$ cat src/rtl/thr_pkg.sv
package thr_pkg;

   // Variant of the stall placement inside a window
   typedef enum logic {
      SPREAD_EVEN  = 1'b0,  // accumulator spreading
      SPREAD_FRONT = 1'b1   // stalls grouped at the window head
   } spread_e;

   localparam int unsigned MAX_WIN_LOG2 = 8;

endpackage

$ cat src/rtl/thr_phase.sv
module thr_phase #(
   parameter int unsigned WIN_LOG2 = 3
) (
   input  logic                clk,
   input  logic                rst_n,
   output logic [WIN_LOG2-1:0] phase_o,
   output logic                last_o
);

   localparam logic [WIN_LOG2-1:0] LAST_PH = '1;

   logic [WIN_LOG2-1:0] phase_q;

   always_ff @(posedge clk) begin
      if (!rst_n) phase_q <= '0;
      else        phase_q <= phase_q + 1'b1;
   end

   assign phase_o = phase_q;
   assign last_o  = (phase_q == LAST_PH);

   // the window wraps from the last phase back to phase 0
   p_wrap_r4: assert property (@(posedge clk) disable iff (!rst_n)
      last_o |=> (phase_o == '0));

endmodule

$ cat src/rtl/thr_pattern.sv
module thr_pattern
   import thr_pkg::*;
#(
   parameter int unsigned WIN_LOG2 = 3,
   parameter spread_e     SPREAD   = SPREAD_EVEN
) (
   input  logic                clk,
   input  logic                rst_n,
   input  logic [WIN_LOG2-1:0] phase_i,
   input  logic                last_i,
   input  logic [WIN_LOG2-1:0] level_i,
   output logic                raw_o,
   output logic [WIN_LOG2-1:0] act_o
);

   localparam logic [WIN_LOG2-1:0] MAX_LVL = '1;

   // active level, reloaded on the last cycle of a window
   logic [WIN_LOG2-1:0] act_q;

   always_ff @(posedge clk) begin
      if (!rst_n)      act_q <= '0;
      else if (last_i) act_q <= level_i;
   end

   assign act_o = act_q;

   generate
      if (SPREAD == SPREAD_EVEN) begin : g_even
         logic [WIN_LOG2-1:0] acc_q;
         logic [WIN_LOG2:0]   sum;

         assign sum   = {1'b0, acc_q} + {1'b0, act_q};
         assign raw_o = sum[WIN_LOG2];

         always_ff @(posedge clk) begin
            if (!rst_n)      acc_q <= '0;
            else if (last_i) acc_q <= '0;
            else             acc_q <= sum[WIN_LOG2-1:0];
         end
      end else begin : g_front
         assign raw_o = (phase_i < act_q);
      end
   endgenerate

   // checker bookkeeping: stalls seen so far in this window
   logic [WIN_LOG2:0] win_cnt_q;
   always_ff @(posedge clk) begin
      if (!rst_n)      win_cnt_q <= '0;
      else if (last_i) win_cnt_q <= '0;
      else             win_cnt_q <= win_cnt_q + {{WIN_LOG2{1'b0}}, raw_o};
   end

   // the active level only moves at a window boundary
   p_hold_r5: assert property (@(posedge clk) disable iff (!rst_n)
      !last_i |=> $stable(act_o));

   // level 0 never raises a stall request
   p_quiet_r2: assert property (@(posedge clk) disable iff (!rst_n)
      (act_o == '0) |-> !raw_o);

   // a window closes with exactly the active level's stall count
   p_total_r3: assert property (@(posedge clk) disable iff (!rst_n)
      last_i |-> (win_cnt_q + {{WIN_LOG2{1'b0}}, raw_o}) == {1'b0, act_o});

   // the top level still leaves one issue cycle, at phase 0
   p_top_r4: assert property (@(posedge clk) disable iff (!rst_n)
      (act_o == MAX_LVL && phase_i == '0 && SPREAD == SPREAD_EVEN) |-> !raw_o);

endmodule

$ cat src/rtl/thr_tally.sv
module thr_tally #(
   parameter int unsigned TALLY_W = 16
) (
   input  logic               clk,
   input  logic               rst_n,
   input  logic               inc_i,
   output logic [TALLY_W-1:0] count_o
);

   localparam logic [TALLY_W-1:0] TOP = '1;

   logic [TALLY_W-1:0] cnt_q;

   always_ff @(posedge clk) begin
      if (!rst_n)                   cnt_q <= '0;
      else if (inc_i && cnt_q != TOP) cnt_q <= cnt_q + 1'b1;
   end

   assign count_o = cnt_q;

   // each stall cycle adds one below the ceiling
   p_incr_r8: assert property (@(posedge clk) disable iff (!rst_n)
      (inc_i && count_o != TOP) |=> (count_o == $past(count_o) + 1'b1));

   // no stall, no change
   p_idle_r8: assert property (@(posedge clk) disable iff (!rst_n)
      !inc_i |=> $stable(count_o));

   // once full, the tally stays full
   p_no_overflow_r9: assert property (@(posedge clk) disable iff (!rst_n)
      (count_o == TOP) |=> (count_o == TOP));

endmodule

$ cat src/rtl/thermal_throttle.sv
module thermal_throttle
   import thr_pkg::*;
#(
   parameter int unsigned WIN_LOG2 = 3,
   parameter int unsigned TALLY_W  = 16,
   parameter spread_e     SPREAD   = SPREAD_EVEN
) (
   input  logic                clk,
   input  logic                rst_n,
   input  logic                hot_i,
   input  logic [WIN_LOG2-1:0] level_i,
   input  logic                inst_valid_i,
   output logic                stall_o,
   output logic                issue_valid_o,
   output logic [TALLY_W-1:0]  stall_count_o
);

   // elaboration-time parameter checks
   if (WIN_LOG2 < 1 || WIN_LOG2 > MAX_WIN_LOG2) begin : g_bad_win
      $error("thermal_throttle: WIN_LOG2 out of range");
   end
   if (TALLY_W < 1) begin : g_bad_tally
      $error("thermal_throttle: TALLY_W must be positive");
   end

   logic [WIN_LOG2-1:0] phase;
   logic                last;
   logic                raw;
   logic [WIN_LOG2-1:0] act;

   thr_phase #(.WIN_LOG2(WIN_LOG2)) u_phase (
      .clk     (clk),
      .rst_n   (rst_n),
      .phase_o (phase),
      .last_o  (last)
   );

   thr_pattern #(.WIN_LOG2(WIN_LOG2), .SPREAD(SPREAD)) u_pattern (
      .clk     (clk),
      .rst_n   (rst_n),
      .phase_i (phase),
      .last_i  (last),
      .level_i (level_i),
      .raw_o   (raw),
      .act_o   (act)
   );

   assign stall_o       = hot_i & raw;
   assign issue_valid_o = inst_valid_i & ~stall_o;

   thr_tally #(.TALLY_W(TALLY_W)) u_tally (
      .clk     (clk),
      .rst_n   (rst_n),
      .inc_i   (stall_o),
      .count_o (stall_count_o)
   );

   // the first cycle after reset is phase 0 with level 0, so no stall
   p_reset_r1: assert property (@(posedge clk)
      !rst_n |=> (rst_n -> (!stall_o && stall_count_o == '0)));

endmodule

$ cat config.mk
export PLATFORM = sky130hd
export DESIGN_NAME = thermal_throttle
export DESIGN_NICKNAME = d
export VERILOG_FILES = /design/src/rtl/thr_pkg.sv /design/src/rtl/thr_phase.sv /design/src/rtl/thr_pattern.sv /design/src/rtl/thr_tally.sv /design/src/rtl/thermal_throttle.sv
export SDC_FILE = /design/constraint.sdc
export NUM_CORES = 1
export LEC_CHECK = 0
export BUFFER_PORTS_ARGS = -buffer_cell sky130_fd_sc_hd__buf_2
export CORE_ASPECT_RATIO = 0.6
export CORE_MARGIN = 2
export CORE_UTILIZATION = 39
export CTS_CLUSTER_DIAMETER = 80
export DETAILED_ROUTE_END_ITERATION = 10
export RECOVER_POWER = 100
export SLEW_MARGIN = 15
export SYNTH_ARGS = -nofsm -noshare
export SYNTH_HDL_FRONTEND = slang
export SYNTH_SLANG_ARGS = --single-unit
$ cat constraint.sdc
create_clock -name clk -period 1.85 [get_ports clk]
set_input_delay 0.37 -clock clk [delete_from_list [all_inputs] [get_ports clk]]
set_output_delay 0.37 -clock clk [all_outputs]
set_load 0.03 [all_outputs]
## Word-level counts from Yosys, hierarchy flattened

Index checks and enable logic that the tools add are counted.

| storage, ports and cells | value |
|---|---|
| flip-flop bits (word level) | 25 |
| output and inout bits | 18 |
| logic and storage cells | 15 |
| bits of input ports | 7 |

| operators by class | value |
|---|---|
| eq/ne operators | 2 |
| bitwise logic cells | 4 |
| $add $sub $neg | 3 |
| reductions and logical operators | 2 |

Operators with widths:

| cell | count |
|---|---|
| $add 16x1->16 const B | 1 |
| $ne 16x16->1 const B | 1 |
| $add 3x3->4 | 1 |
| $add 3x1->3 const B | 1 |
| $eq 3x3->1 const B | 1 |
| $and 1x1->1 | 2 |
| $not 1->1 | 2 |
| $reduce_or 2->1 | 1 |
| $logic_and 1x1->1 | 1 |

## Depth between registers and ports, before layout

| logic depth | value |
|---|---|
| depth after elaboration | 4 |
| depth in mapped cells | 6 |

## Hierarchy

From an unflattened synthesis, not the netlist that was laid out.

| unflattened totals | value |
|---|---|
| cells, all modules | 135 |
| area, all modules | 1,243.7 µm² |

Modules (own cells, without submodules):

| module | area an instance (µm²) | instances | seq. area each (µm²) | cells each |
|---|---|---|---|---|
| thr_tally | 837.1 | 1 | 320.3 | 97 |
| thr_pattern | 281.5 | 1 | 120.1 | 28 |
| thr_phase | 111.4 | 1 | 60.1 | 8 |
| thermal_throttle | 13.8 | 1 | 0.0 | 2 |

## Worst setup path after synthesis

OpenSTA, ideal clock, no wires.

| timing path | value |
|---|---|
| path kind | reg2out |
| start point | register u_pattern.act_q[1], in the netlist u_pattern.act_o[1] |
| end point | output port issue_valid_o |
| data arrival time | 1.546 ns |
| slack | -0.066 ns |
| path buffers | 1 |
| cell stages (with the launch flop) | 6 |
| data required time | 1.480 ns |
| cell sequence | dfxtp_1 ha_1 a211o_1 nand2_1 buf_2 and2_1 |

| on the way | value |
|---|---|
| word-level cells in the longest chain between the ends | 4 |

RTL lines:

| item | line | text |
|---|---|---|
| from (decl) | thr_pattern.sv:19 | `logic [WIN_LOG2-1:0] act_q;` |
| from (signal assigned) | thr_pattern.sv:23 | `else if (last_i) act_q <= level_i;` |
| $add 3x3->4 | thr_pattern.sv:33 | `assign sum = {1'b0, acc_q} + {1'b0, act_q};` |
| $and 1x1->1 | thermal_throttle.sv:48 | `assign stall_o = hot_i & raw;` |
| $not 1->1 | thermal_throttle.sv:49 | `assign issue_valid_o = inst_valid_i & ~stall_o;` |
| $and 1x1->1 | thermal_throttle.sv:49 |  |
| to (decl) | thermal_throttle.sv:14 | `output logic issue_valid_o,` |

No other way between the ends.

## Final worst setup path

| timing path | value |
|---|---|
| start point | register u_pattern.g_even.acc_q[1] |
| end point | output port issue_valid_o |

| on the way | value |
|---|---|
| word-level cells in the longest chain between the ends | 4 |

RTL lines:

| item | line | text |
|---|---|---|
| from (decl) | thr_pattern.sv:30 | `logic [WIN_LOG2-1:0] acc_q;` |
| from (signal assigned) | thr_pattern.sv:39 | `else acc_q <= sum[WIN_LOG2-1:0];` |
| $add 3x3->4 | thr_pattern.sv:33 |  |
| $and 1x1->1 | thermal_throttle.sv:48 |  |
| $not 1->1 | thermal_throttle.sv:49 |  |
| $and 1x1->1 | thermal_throttle.sv:49 |  |

No other way between the ends.

==> flow_summary.json <==
{
  "fin_crit_ns": 1.89,
  "crit_arrival_ns": 1.52,
  "final_common_cell": "dfxtp_1",
  "fmax_mhz": 530,
  "yosys-top-cells-area": "dfxtp_1 (38%), mux2i_1 (11%), nand2b_1 (6.2%), ha_1 (5.7%), nand2_1 (5.1%)",
  "peakVddDrop_uv": 319,
  "r2r_slack_ns": 0,
  "fin_nets": 193,
  "power_density_mw_per_mm2": 549,
  "die_x_um": 79.0,
  "grtUsageTotal": 0.179,
  "first_pass_iters": 4,
  "drt-vias-per-instance": 5.33,
  "endpoint_kind": "output port",
  "io_pins": 25,
  "cts_root_buf": "clkbuf_8",
  "drc": 0,
  "tightest_slew_ns": 0.562,
  "synth_area_mm2": 0.00132,
  "cts.sinks": 25,
  "leakage_nw": 0.662,
  "post-synth-top-area-fraction": 0.380,
  "port_buffers": 24,
  "gp_congestion": 0.796,
  "grt_max_degree": 30,
  "hp-class": "in2reg",
  "violations": "negative setup slack",
  "hold_buffers": 0,
  "synth_largest_area_cell": "dfxtp_1",
  "clk_path_buf_depth": 2,
  "timing.slew.headroom": 0.625,
  "antenna_found_initial": 0,
  "dpl.hpwl_mm": 2.25,
  "worstPathRequired_ns": 1.48,
  "crit_type": "reg2out",
  "holdWs_ns": 0.343,
  "core_mm2": 0.00324,
  "final_area_mm2": 0.00166,
  "critical-path-max-stage-delay_ns": 0.35,
  "numCtsBuffers": 3,
  "grt.overflow.total": 0,
  "final_cell_mix": "dfxtp_1 (22), nand2_1 (17), mux2i_1 (15), nand2b_1 (13), buf_2 (11)",
  "antenna_left": 0,
  "wirelength_mm": 3.22,
  "critPathSlowestCell": "dfxtp_2",
  "crit_chain": "ha_4 -> a211o_1 -> nand2_4 -> and2_4 -> buf_6",
  "cp-start-kind": "flip-flop",
  "setup_viol": 1,
  "ys_warn_count": 0,
  "cp_max_fo": 4,
  "ys_ff_latch": 25,
  "drv_slew": 0,
  "finalHoldViolCount": 0,
  "htreeDepth": 1,
  "place_area_mm2": 0.00152,
  "min_period_over_period": 1.02,
  "start_util": 0.406,
  "timing.final.ws_setup_ns": -0.0384,
  "num_rows": 16,
  "rsz0062_at_grt": "true",
  "clock_latency_ns": 0.27,
  "netlist_instances": 145,
  "grt_pass1_wl_mm": 5.39,
  "status": "complete, but fails checks",
  "grt_pass1_vias": 1087,
  "skew_ns": 0.0103,
  "vias": 1189,
  "drv_cap": 0,
  "path_clk_slew_ns": 0.09,
  "synth-seq-area-share": 0.380,
  "drive_gt1_frac": 0.242,
  "cts_tree": "built",
  "diodes": 0,
  "wl_per_cell_um": 14.5,
  "die_area_mm2": 0.00387,
  "die_y_um": 49.0,
  "syn_to_final_growth_pct": 26.2,
  "syn_nets": 159,
  "synth.distinct_cells": 33,
  "drt-initial-drc-count": 52,
  "avgSynthCellArea_um2": 9.09
}
==> final timing paths <==
check / start / end / depth (start not counted)
worst min register to register: u_phase.phase_o[0] / u_phase.phase_o[0] / 1
worst max register to register: u_pattern.act_o[2] / u_tally.count_o[7] / 7
worst min-delay path: level_i[0] / u_pattern.act_o[0] / 3
worst max-delay path: u_pattern.g_even.acc_q[1] / issue_valid_o / 5
==> cells in the mapped netlist <==
| master | number |
|---|---|
| nand4_1 | 3 |
| a21oi_1 | 4 |
| clkbuf_1 | 3 |
| o211ai_1 | 1 |
| nand4_4 | 1 |
| nor4b_1 | 1 |
| nand2_1 | 18 |
| nor3_1 | 2 |
| nor3_2 | 1 |
| xor2_1 | 1 |
| nor4_2 | 1 |
| mux2i_1 | 15 |
| o21a_1 | 1 |
| inv_1 | 7 |
| nand3_2 | 1 |
| a211o_1 | 1 |
| buf_2 | 2 |
| o211a_1 | 1 |
| nor2_1 | 7 |
| nand3_1 | 6 |
| ha_1 | 6 |
| and4_1 | 1 |
| o31ai_1 | 2 |
| dfxtp_1 | 25 |
| and4_4 | 1 |
| a41oi_1 | 1 |
| or4_1 | 3 |
| and3_1 | 2 |
| a211oi_1 | 4 |
| fa_1 | 1 |
| nand2b_1 | 13 |
| and2_1 | 4 |
| nor4_1 | 5 |
==> cells by family after synthesis <==
kind of cell	count (synthesis)	share of synthesized area
AO/OA/AOI/OAI	15	0.0817
XOR/XNOR	1	0.00665
adder cells (fa/ha/maj)	7	0.0722
buffers and inverters	12	0.0361
flip-flops	25	0.380
multiplexers	15	0.114
AND/OR/NAND/NOR	70	0.310
==> critical path, delay by kind of cell (launching register included) <==
family / cells / cell delay [ns]
buffers and inverters: 1 / 0.12
DFF: 1 / 0.35
adders and majority gates: 1 / 0.23
and+or+nand+nor: 2 / 0.25
AOI/OAI and AO/OA: 1 / 0.30
==> metrics by stage <==
stage / power, mW / setup TNS, ns / setup WS [ns] / util / instances
2_1_floorplan: 0.584 / 0 / 0.0613 / - / 145
6_report: 0.913 / -0.0384 / -0.0384 / 0.513 / 223
5_1_grt: 0.958 / -0.124 / -0.0758 / 0.513 / 223
4_1_cts: 0.925 / -0.229 / -0.106 / 0.497 / 222
3_5_place_dp: 0.597 / 0 / 0.00342 / 0.469 / 215
3_3_place_gp: 0.595 / 0 / 0.0590 / 0.469 / 215
==> layer usage <==
| layer | routed length, µm | part of all wire | track usage | vias to the layer above |
|---|---|---|---|---|
| li1 | - | - | - | 584 |
| met3 | 141 | 0.044 | 0.0444 | 4 |
| met4 | 30 | 0.0093 | 0.0489 | 0 |
| met5 | 0 | 0 | 0 | - |
| met2 | 1390 | 0.43 | 0.257 | 29 |
| met1 | 1660 | 0.52 | 0.266 | 572 |
==> repair_timing <==
action	CTS	global route
setup buffers	3	1
pin swaps	4	5
resized for setup	7	10
setup endpoints to repair	2	7
==> report_power, final <==
| part | switching, mW | total, mW | internal, mW |
|---|---|---|---|
| sequential | 0.00250 | 0.546 | 0.543 |
| combinational | 0.0247 | 0.0416 | 0.0169 |
| clock | 0.175 | 0.326 | 0.151 |
==> final cells by class <==
| cell class | instances | area, µm² |
|---|---|---|
| Fill cell | 325 | 1580 |
| Multi-Input combinational cell | 108 | 827 |
| Sequential cell | 25 | 504 |
| Timing Repair Buffer | 34 | 203 |
| Tap cell | 45 | 56.3 |
| Clock buffer | 3 | 41.3 |
| Inverter | 7 | 26.3 |
| Clock inverter | 1 | 5.00 |
==> flip-flops by register name (all words and copies together) (netlist names) <==
register	count
u_tally.count_o	16
u_phase.phase_o	3
u_pattern.g_even.acc_q	3
u_pattern.act_o	3
No activity file was read; power rests on OpenSTA's default activity.
